## src/rtl/rxds_pkg.sv

```systemverilog
package rxds_pkg;

  localparam int LEN_W = 14;

  typedef struct packed {
    logic frameStart;
    logic take;
    logic close;
    logic last;
    logic trunc;
    logic endFrame;
  } rxdsStrb_t;

  typedef struct packed {
    logic giant;
    logic lateColl;
    logic watchdog;
    logic rxErr;
    logic crcErr;
    logic lenErr;
    logic frameType;
    logic overflow;
  } rxdsErr_t;

endpackage

```

## src/rtl/rxds_ctrl.sv

```systemverilog
module rxds_ctrl
  import rxds_pkg::*;
(
  input  logic      clk,
  input  logic      rstN,
  input  logic      byteValid,
  input  logic      byteSof,
  input  logic      byteEof,
  input  logic      nextOwned,
  input  logic      capZero,
  input  logic      fillHit,
  output rxdsStrb_t strb,
  output logic      byteReady
);

  typedef enum logic [1:0] {ST_IDLE, ST_FILL, ST_DROP} rxdsState_e;

  rxdsState_e state, stateNext;
  logic frameOpen, zeroClose;

  always_comb begin
    strb            = '0;
    strb.frameStart = (state == ST_IDLE) && byteValid && byteSof;
    frameOpen       = strb.frameStart || (state == ST_FILL);
    zeroClose       = frameOpen && capZero;
    strb.take       = frameOpen && byteValid && !capZero;
    strb.endFrame   = strb.take && byteEof;
    strb.close      = zeroClose || (strb.take && fillHit) || strb.endFrame;
    strb.trunc      = strb.close && !strb.endFrame && !nextOwned;
    strb.last       = strb.endFrame || strb.trunc;
    byteReady       = !zeroClose;
  end

  always_comb begin
    stateNext = state;
    unique case (state)
      ST_IDLE: begin
        if (strb.frameStart) begin
          if (strb.trunc)         stateNext = ST_DROP;
          else if (!strb.endFrame) stateNext = ST_FILL;
        end
      end
      ST_FILL: begin
        if (strb.trunc)         stateNext = ST_DROP;
        else if (strb.endFrame) stateNext = ST_IDLE;
      end
      ST_DROP: begin
        if (byteValid && byteEof) stateNext = ST_IDLE;
      end
      default: stateNext = ST_IDLE;
    endcase
  end

  always_ff @(posedge clk or negedge rstN) begin
    if (!rstN) state <= ST_IDLE;
    else       state <= stateNext;
  end

  // A truncation always leads into the discard state.
  assert_trunc_drop_R6: assert property (@(posedge clk) disable iff (!rstN)
    strb.trunc |=> (state == ST_DROP));

  // Bytes are held back only to close an empty descriptor, never while discarding.
  assert_hold_zero_R4: assert property (@(posedge clk) disable iff (!rstN)
    !byteReady |-> (capZero && state != ST_DROP));

endmodule

```

## src/rtl/rxds_dpath.sv

```systemverilog
module rxds_dpath
  import rxds_pkg::*;
#(
  parameter int BUF_W = 13
) (
  input  logic             clk,
  input  logic             rstN,
  input  rxdsStrb_t        strb,
  input  logic [BUF_W-1:0] buf1Size,
  input  logic [BUF_W-1:0] buf2Size,
  input  rxdsErr_t         errIn,
  input  logic             threshMode,
  output logic             capZero,
  output logic             fillHit,
  output logic [31:0]      statusWord,
  output logic             statusWe
);

  localparam int CNT_W = BUF_W + 1;
  localparam logic [LEN_W-1:0] LEN_MAX = '1;

  logic [CNT_W-1:0] descCnt, curCnt, newCnt, cap;
  logic [LEN_W-1:0] runLen, curLen, newLen;
  logic firstDone, firstInDesc, firstDoneEff, firstInDescEff, fsNow;
  logic [31:0] word;

  always_comb begin
    cap            = {1'b0, buf1Size} + {1'b0, buf2Size};
    capZero        = (cap == '0);
    curCnt         = strb.frameStart ? '0 : descCnt;
    curLen         = strb.frameStart ? '0 : runLen;
    firstDoneEff   = strb.frameStart ? 1'b0 : firstDone;
    firstInDescEff = strb.frameStart ? 1'b0 : firstInDesc;
    fillHit        = ((curCnt + CNT_W'(1)) == cap);
    newCnt         = curCnt + CNT_W'(strb.take);
    newLen         = (strb.take && curLen != LEN_MAX) ? curLen + LEN_W'(1) : curLen;
    fsNow          = firstInDescEff | (strb.take & ~firstDoneEff);
  end

  always_comb begin
    word         = '0;
    word[29:16]  = newLen;
    word[9]      = fsNow;
    word[8]      = strb.last;
    word[14]     = strb.trunc;
    if (strb.endFrame) begin
      word[7]  = errIn.giant;
      word[6]  = errIn.lateColl;
      word[5]  = errIn.frameType;
      word[4]  = errIn.watchdog;
      word[3]  = errIn.rxErr;
      word[1]  = errIn.crcErr;
      word[12] = errIn.lenErr & ~errIn.frameType & ~errIn.crcErr;
      word[11] = errIn.overflow & threshMode;
    end
    word[15] = strb.last & (word[14] | word[11] | word[7] | word[6] |
                            word[4] | word[3] | word[1]);
  end

  always_ff @(posedge clk or negedge rstN) begin
    if (!rstN) begin
      descCnt     <= '0;
      runLen      <= '0;
      firstDone   <= 1'b0;
      firstInDesc <= 1'b0;
      statusWe    <= 1'b0;
      statusWord  <= '0;
    end else begin
      descCnt     <= strb.close ? '0 : newCnt;
      runLen      <= newLen;
      firstDone   <= strb.last ? 1'b0 : (firstDoneEff | strb.take);
      firstInDesc <= strb.close ? 1'b0 : fsNow;
      statusWe    <= strb.close;
      if (strb.close) statusWord <= word;
    end
  end

  // Summary bit of a closing word agrees with the error bits.
  assert_es_summary_R7: assert property (@(posedge clk) disable iff (!rstN)
    (statusWe && statusWord[8]) |->
      (statusWord[15] == (statusWord[14] | statusWord[11] | statusWord[7] |
                          statusWord[6] | statusWord[4] | statusWord[3] | statusWord[1])));

  // Intermediate words carry only length and placement flags.
  assert_nonlast_clean_R7: assert property (@(posedge clk) disable iff (!rstN)
    (statusWe && !statusWord[8]) |-> ((statusWord & 32'h0000_FCFF) == 32'h0));

  // Length error never coexists with a type frame or a CRC fault.
  assert_le_mask_R9: assert property (@(posedge clk) disable iff (!rstN)
    (statusWe && statusWord[12]) |-> (!statusWord[5] && !statusWord[1]));

  // Overflow is reported only in threshold mode.
  assert_oe_mode_R10: assert property (@(posedge clk) disable iff (!rstN)
    (statusWe && statusWord[11]) |-> $past(threshMode));

endmodule

```

## src/rtl/rx_desc_status_writer.sv

```systemverilog
module rx_desc_status_writer
  import rxds_pkg::*;
#(
  parameter int BUF_W = 13
) (
  input  logic             clk,
  input  logic             rstN,
  input  logic             byteValid,
  input  logic             byteSof,
  input  logic             byteEof,
  output logic             byteReady,
  input  logic [BUF_W-1:0] buf1Size,
  input  logic [BUF_W-1:0] buf2Size,
  input  logic             nextOwned,
  input  logic             threshMode,
  input  logic             errGiant,
  input  logic             errLateColl,
  input  logic             errWatchdog,
  input  logic             errRecv,
  input  logic             errCrc,
  input  logic             errLength,
  input  logic             frameTypeIn,
  input  logic             errOverflow,
  output logic [31:0]      statusWord,
  output logic             statusWe
);

  rxdsStrb_t strb;
  rxdsErr_t  errIn;
  logic      capZero, fillHit;

  always_comb begin
    errIn.giant     = errGiant;
    errIn.lateColl  = errLateColl;
    errIn.watchdog  = errWatchdog;
    errIn.rxErr     = errRecv;
    errIn.crcErr    = errCrc;
    errIn.lenErr    = errLength;
    errIn.frameType = frameTypeIn;
    errIn.overflow  = errOverflow;
  end

  rxds_ctrl ctrl_i (
    .clk       (clk),
    .rstN      (rstN),
    .byteValid (byteValid),
    .byteSof   (byteSof),
    .byteEof   (byteEof),
    .nextOwned (nextOwned),
    .capZero   (capZero),
    .fillHit   (fillHit),
    .strb      (strb),
    .byteReady (byteReady)
  );

  rxds_dpath #(.BUF_W(BUF_W)) dpath_i (
    .clk        (clk),
    .rstN       (rstN),
    .strb       (strb),
    .buf1Size   (buf1Size),
    .buf2Size   (buf2Size),
    .errIn      (errIn),
    .threshMode (threshMode),
    .capZero    (capZero),
    .fillHit    (fillHit),
    .statusWord (statusWord),
    .statusWe   (statusWe)
  );

endmodule

```

## config.mk

```make
export PLATFORM = sky130hd
export DESIGN_NAME = rx_desc_status_writer
export DESIGN_NICKNAME = d
export VERILOG_FILES = /design/src/rtl/rxds_pkg.sv /design/src/rtl/rxds_ctrl.sv /design/src/rtl/rxds_dpath.sv /design/src/rtl/rx_desc_status_writer.sv
export SDC_FILE = /design/constraint.sdc
export NUM_CORES = 1
export LEC_CHECK = 0
export ABC_CLOCK_PERIOD_IN_PS = 11900
export BUFFER_PORTS_ARGS = -buffer_cell sky130_fd_sc_hd__buf_2
export CAP_MARGIN = 20
export CORE_ASPECT_RATIO = 0.9
export CORE_UTILIZATION = 59
export DETAILED_ROUTE_END_ITERATION = 10
export PLACE_DENSITY = 0.84
export SLEW_MARGIN = 20
export SYNTH_ARGS = -nofsm -noshare
export SYNTH_HDL_FRONTEND = slang
export SYNTH_HIERARCHICAL = 1
export SYNTH_SLANG_ARGS = --single-unit
```

## constraint.sdc

```tcl
create_clock -name clk -period 11.9 [get_ports clk]
set_clock_uncertainty 0.2 [all_clocks]
set_input_delay 0.595 -clock clk [delete_from_list [all_inputs] [get_ports clk]]
set_output_delay 0.595 -clock clk [all_outputs]
set_load 0.02 [all_outputs]
```

==> Yosys cells after proc, flatten, opt, wreduce, memory -nomap -nowiden <==
Index checks and enable logic that the tools add are counted.
{ "op_classes": {"n_mul": 0, "mux": 18, "n_eq_ne": 8, "n_addsub": 4, "n_bitwise": 16, "n_reduce_logical": 22, "magnitude_cmp": 0, "div_mod_pow": 0, "shift": 0} }
{ "ops": {"columns": ["operator", "n"], "rows": [
  ["two-way mux 14 bit", 4],
  ["adder 14 x 1 -> 14 bit (second input constant)", 2],
  ["adder 13 x 13 -> 14 bit", 1],
  ["adder 14 x 1 -> 14 bit", 1],
  ["equality test 14 bit", 1],
  ["zero test 14 bit", 1],
  ["two-way mux 2 bit", 7],
  ["inequality test 14 bit (second input constant)", 1],
  ["logical AND 1 bit", 11],
  ["bitwise OR 1 bit", 8],
  ["one-hot mux 2 bit (3 select lines)", 1],
  ["AND 1 bit", 5],
  ["two-way mux 1 bit", 5],
  ["two-way mux 5 bit", 1],
  ["zero test 1 bit", 4],
  ["logical OR 1 bit", 4],
  ["inequality test 2 x 1 -> 1 bit (second input constant)", 2],
  ["AND reduction 4 bit", 1],
  ["inequality test 3 x 1 -> 1 bit (second input constant)", 1],
  ["inequality test 3 x 2 -> 1 bit (second input constant)", 1],
  ["inverter 1 bit", 3],
  ["equality test 2 x 1 -> 1 bit (second input constant)", 1],
  ["equality test 2 bit (second input constant)", 1],
  ["zero test 2 bit", 1]
]} }
{ "word_totals": {"memories": 0, "rom_bits": 0, "input_bits": 41, "latch_bits": 0, "output_inout_bits": 34, "word_cells": 75, "ff_bits": 59, "mem_bits_rw": 0} }

==> Depth between registers and ports, before layout <==
{ "depth": {"word_depth": 18, "mapped_depth": 20, "mapped_depth_nobuf": 19} }

==> Modules after synthesis <==
Netlist, hierarchy kept.
{ "modules_own_cells": {"columns": ["module", "instances", "area_per_inst_um2", "seq_area_each_um2", "cells_per_inst"], "rows": [
  ["rxds_dpath", 1, 3807.4, 1426.4, 402],
  ["rxds_ctrl", 1, 219.0, 50.0, 26]
]} }

==> Worst setup path before layout <==
No wires, ideal clock.
{ "synth_path": {"kind": "input -> register", "from": "in byteSof", "to": "reg dpath_i.statusWord[16]", "stages": 19, "setup_slack_ps": 6405, "setup_time_ps": 125, "arrival_time_ps": 5171, "n_path_buf": 5, "required_time_ps": 11575, "path_cell_list": "nand2_1 -> nor3_1 -> clkbuf_8 -> clkbuf_1 -> buf_1 -> nor2b_1 -> ha_1 -> nand3_1 -> xor2_1 -> nor2_1 -> xnor3_2 -> or3_2 -> or4_1 -> nor4_2 -> o22ai_2 -> o32ai_1 -> clkbuf_1 -> clkbuf_1 -> mux2_2"} }
{ "synth_lines": {"columns": ["element", "line_no", "text"], "rows": [
  ["from (decl)", "rx_desc_status_writer.sv:9", "input logic byteSof,"],
  ["to (signal assigned)", "rxds_dpath.sv:74", "if (strb.close) statusWord <= word;"],
  ["to (decl)", "rxds_dpath.sv:15", "output logic [31:0] statusWord,"]
]} }

==> impl_metrics.env <==
export IMPL_finalCritPeriodShare_pct=41.00
export IMPL_initial_utilization_pct=61.13
export IMPL_syn_area_um2=4026
export IMPL_slowest_delay_ns=0.56
export IMPL_peakVddDrop_mv=0.1098
export IMPL_slew_viol_final=0
export IMPL_worst_path_max_fanout=43
export IMPL_max_slew_margin_pct=52.79
export IMPL_regArea_um2=1476
export IMPL_place_hpwl_um=5921
export IMPL_cts_sinks=59
export IMPL_grt_pass1_vias=3111
export IMPL_multi_input_area_um2=2361
export IMPL_async_flop_share_pct=100.0
export IMPL_cp_depth=15
export IMPL_fmax_mhz=205.0
export IMPL_wl_per_cell_um=13.64
export IMPL_cp_arrival_ns=4.89
export IMPL_globalRouteTotalUtil_pct=24.49
export IMPL_synth_area_leaders="dfrtp_1 (37%), xnor2_1 (5.9%), ha_1 (5.3%)"
export IMPL_grt_pass1_wl_um=13470
export IMPL_hold_buffers=0
export IMPL_slowest_stage="dfrtp_1"
export IMPL_status="complete, no violations"
export IMPL_ant_nets=0
export IMPL_wl_um=8036
export IMPL_reg2reg_depth=15
export IMPL_max_cap_violations=0
export IMPL_synth_distinct_cells=72
export IMPL_yosys_register_bits=59
export IMPL_grt_max_degree=60
export IMPL_final_hold_violation_count=0
export IMPL_post_cts_buffers=0
export IMPL_core_um2=6586
export IMPL_dieArea_um2=7159
export IMPL_avgSynthCellArea_um2=9.407
export IMPL_die_h_um=80.37
export IMPL_final_area_um2=4579
export IMPL_numCtsBuffers=9
export IMPL_clkTransAtPathRegs_ns=0.06
export IMPL_cts_resized=0
export IMPL_netlist_instances=428
export IMPL_critPathLaunchType="flip-flop"
export IMPL_drc=0
export IMPL_routed_via_density=5.530
export IMPL_drt_iter0_markers=180
export IMPL_total_power_w=0.0005474
export IMPL_num_nets_final=553
export IMPL_synth_top_cells_by_count="dfrtp_1 (59), nor2_1 (44), nand2_1 (28)"
export IMPL_synth_top_area_cell="dfrtp_1"
export IMPL_power_leakage_nw=2.156
export IMPL_n_fill_cell=541
export IMPL_grt_overflow=0
export IMPL_clock_latency_ns=0.33
export IMPL_fp_row_count=28
export IMPL_yosys_warnings=6
export IMPL_antenna_found_initial=0
export IMPL_critPathTopFamily="simple AND/OR/NAND/NOR gates"
export IMPL_syn_to_final_growth_pct=13.74
export IMPL_drive_above_1_share_pct=23.65
export IMPL_period_needed_ns=4.879
export IMPL_rsz0062_at_grt="false"
export IMPL_num_io_pins=75
export IMPL_fin_tns_setup_ns=0
export IMPL_tightest_slew_ns=0.7081
export IMPL_synthFlopType="dfrtp_1"
export IMPL_yosysMostFrequentCell="dfrtp_1"
export IMPL_htreeDepth=3
export IMPL_critPathRequiredTime_ns=11.91
export IMPL_path_common_cell="buf_4"
export IMPL_cts_tree="built"
export IMPL_io_buffers=68
export IMPL_cp_cell_sequence="nor3_2 > buf_4 > nor2b_1 > ha_1 > nand3_1 > xor2_1 > nor2_1 > xnor3_2 > or3_2 > or4_1 > nor4_2 > o22ai_2 > o32ai_4 > buf_4 > mux2_2"
export IMPL_critPathCaptureType="flip-flop"
export IMPL_hp_class="input port to async pin"
export IMPL_p_per_area_nw_per_um2=119.5
export IMPL_synth_edf_count=0
export IMPL_clockBufferDepth=2
export IMPL_drt_pre_antenna_iters=4
export IMPL_gp_congestion=0.8532
export IMPL_dr_total_vias=3257
export IMPL_cts_root_buffer_cell="clkbuf_8"
export IMPL_synth_top_area_share_pct=36.67
export IMPL_crit_buf_inv=2
export IMPL_antenna_cells=0
export IMPL_ys_seq_area_share_pct=36.67
export IMPL_worst_setup_path_type="flip-flop to flip-flop"
export IMPL_post_dp_cell_area_um2=4400
export IMPL_setup_violations=0
export IMPL_die_w_um=89.08
## logic make-up (layout without fill, tap and decap cells)
family / Yosys count / in the layout / synth area share [%]
buffers and inverters: 45 / 111 / 5.904
AO/OA/AOI/OAI: 77 / 77 / 13.77
flip-flops: 59 / 59 / 36.67
AND/OR/NAND/NOR: 161 / 161 / 20.98
other: 1 / 6 / 0.09314
multiplexers: 14 / 14 / 3.884
XOR/XNOR: 53 / 53 / 12.93
adder cells (fa/ha/maj): 18 / 18 / 5.780
## stage by stage
step | hold slack [ns] | setup WS (ns) | std cells | util [%]
floorplan | 0.09941 | 6.405 | 433 | -
global placement | 0.2884 | 6.859 | 573 | 66.81
detailed placement | 0.2922 | 6.789 | 573 | 66.81
CTS | 0.2181 | 6.990 | 589 | 69.43
global route | 0.2640 | 6.618 | 589 | 69.53
finish | 0.1906 | 7.021 | 589 | 69.53
## cells in the final DEF, fill, tap and decap left out, types with 4 or more instances in the layout
cell | netlist | routed
nor4_1 | 7 | 7
buf_4 | 7 | 4
ha_1 | 17 | 17
mux2_2 | 13 | 13
conb_1 | 1 | 6
and3_1 | 5 | 5
nand4_1 | 7 | 7
nand3_1 | 25 | 25
nor2_1 | 44 | 44
xnor2_1 | 27 | 27
inv_1 | 22 | 22
a21o_1 | 5 | 5
buf_2 | 1 | 68
clkbuf_8 | 1 | 11
o22ai_1 | 4 | 4
nand2_1 | 28 | 28
nor2b_1 | 12 | 12
o21ai_0 | 18 | 18
o31ai_1 | 4 | 4
xor2_1 | 22 | 22
o21a_1 | 4 | 4
dfrtp_1 | 59 | 59
a21oi_1 | 16 | 16
## state kept, by name, summed over array words and instances (netlist names)
signal and flops:
ctrl_i/state 2, dpath_i/descCnt 14, dpath_i/firstDone 1, dpath_i/firstInDesc 1
dpath_i/runLen 14, dpath_i/statusWe 1, dpath_i/statusWord 26
## path summary, 6_finish.rpt
path                                                            to                                from  slack, ns
worst min register to register  dpath_i/statusWord[17]$_DFFE_PN0P_  dpath_i/statusWord[17]$_DFFE_PN0P_       0.30
worst max register to register  dpath_i/statusWord[26]$_DFFE_PN0P_         ctrl_i/state[1]$_DFFE_PN0P_       7.02
worst min-delay path                   ctrl_i/state[1]$_DFFE_PN0P_                                rstN       0.19
max in group asynchronous             dpath_i/descCnt[2]$_DFF_PN0_                                rstN      10.83
min in group clk                dpath_i/statusWord[17]$_DFFE_PN0P_  dpath_i/statusWord[17]$_DFFE_PN0P_       0.30
worst max-delay path            dpath_i/statusWord[26]$_DFFE_PN0P_         ctrl_i/state[1]$_DFFE_PN0P_       7.02
## power breakdown
part           internal (W)  switching, W
logic             0.0000676     0.0000876
clock network     0.0000865     0.0000716
registers          0.000221     0.0000130
total              0.000375      0.000172
## per-layer routing
metal  vias up  GRT usage [%]  routed length (um)
li1       1638              -                   -
met2        73          41.60                3994
met5         -              0                   0
met3        15          4.522                 289
met1      1531          30.49                3590
met4         0          10.16                 161
## worst reg2reg max path: stages, from the launching register on
cell	delay (ns)
dfrtp_1	0.56
nor3_2	0.08
buf_4	0.24
nor2b_1	0.27
ha_1	0.31
nand3_1	0.12
xor2_1	0.16
nor2_1	0.10
xnor3_2	0.23
or3_2	0.46
or4_1	0.49
nor4_2	0.28
o22ai_2	0.15
o32ai_4	0.28
buf_4	0.42
mux2_2	0.41
## layout make-up
cell class | instances | area share (%)
Tap cell | 90 | 2.459
Timing Repair Buffer | 72 | 8.087
Sequential cell | 59 | 32.24
Clock inverter | 2 | 0.2186
Inverter | 23 | 1.885
Clock buffer | 14 | 3.552
Multi-Input combinational cell | 329 | 51.56
Note: power is estimated with default switching activity, not from simulation.
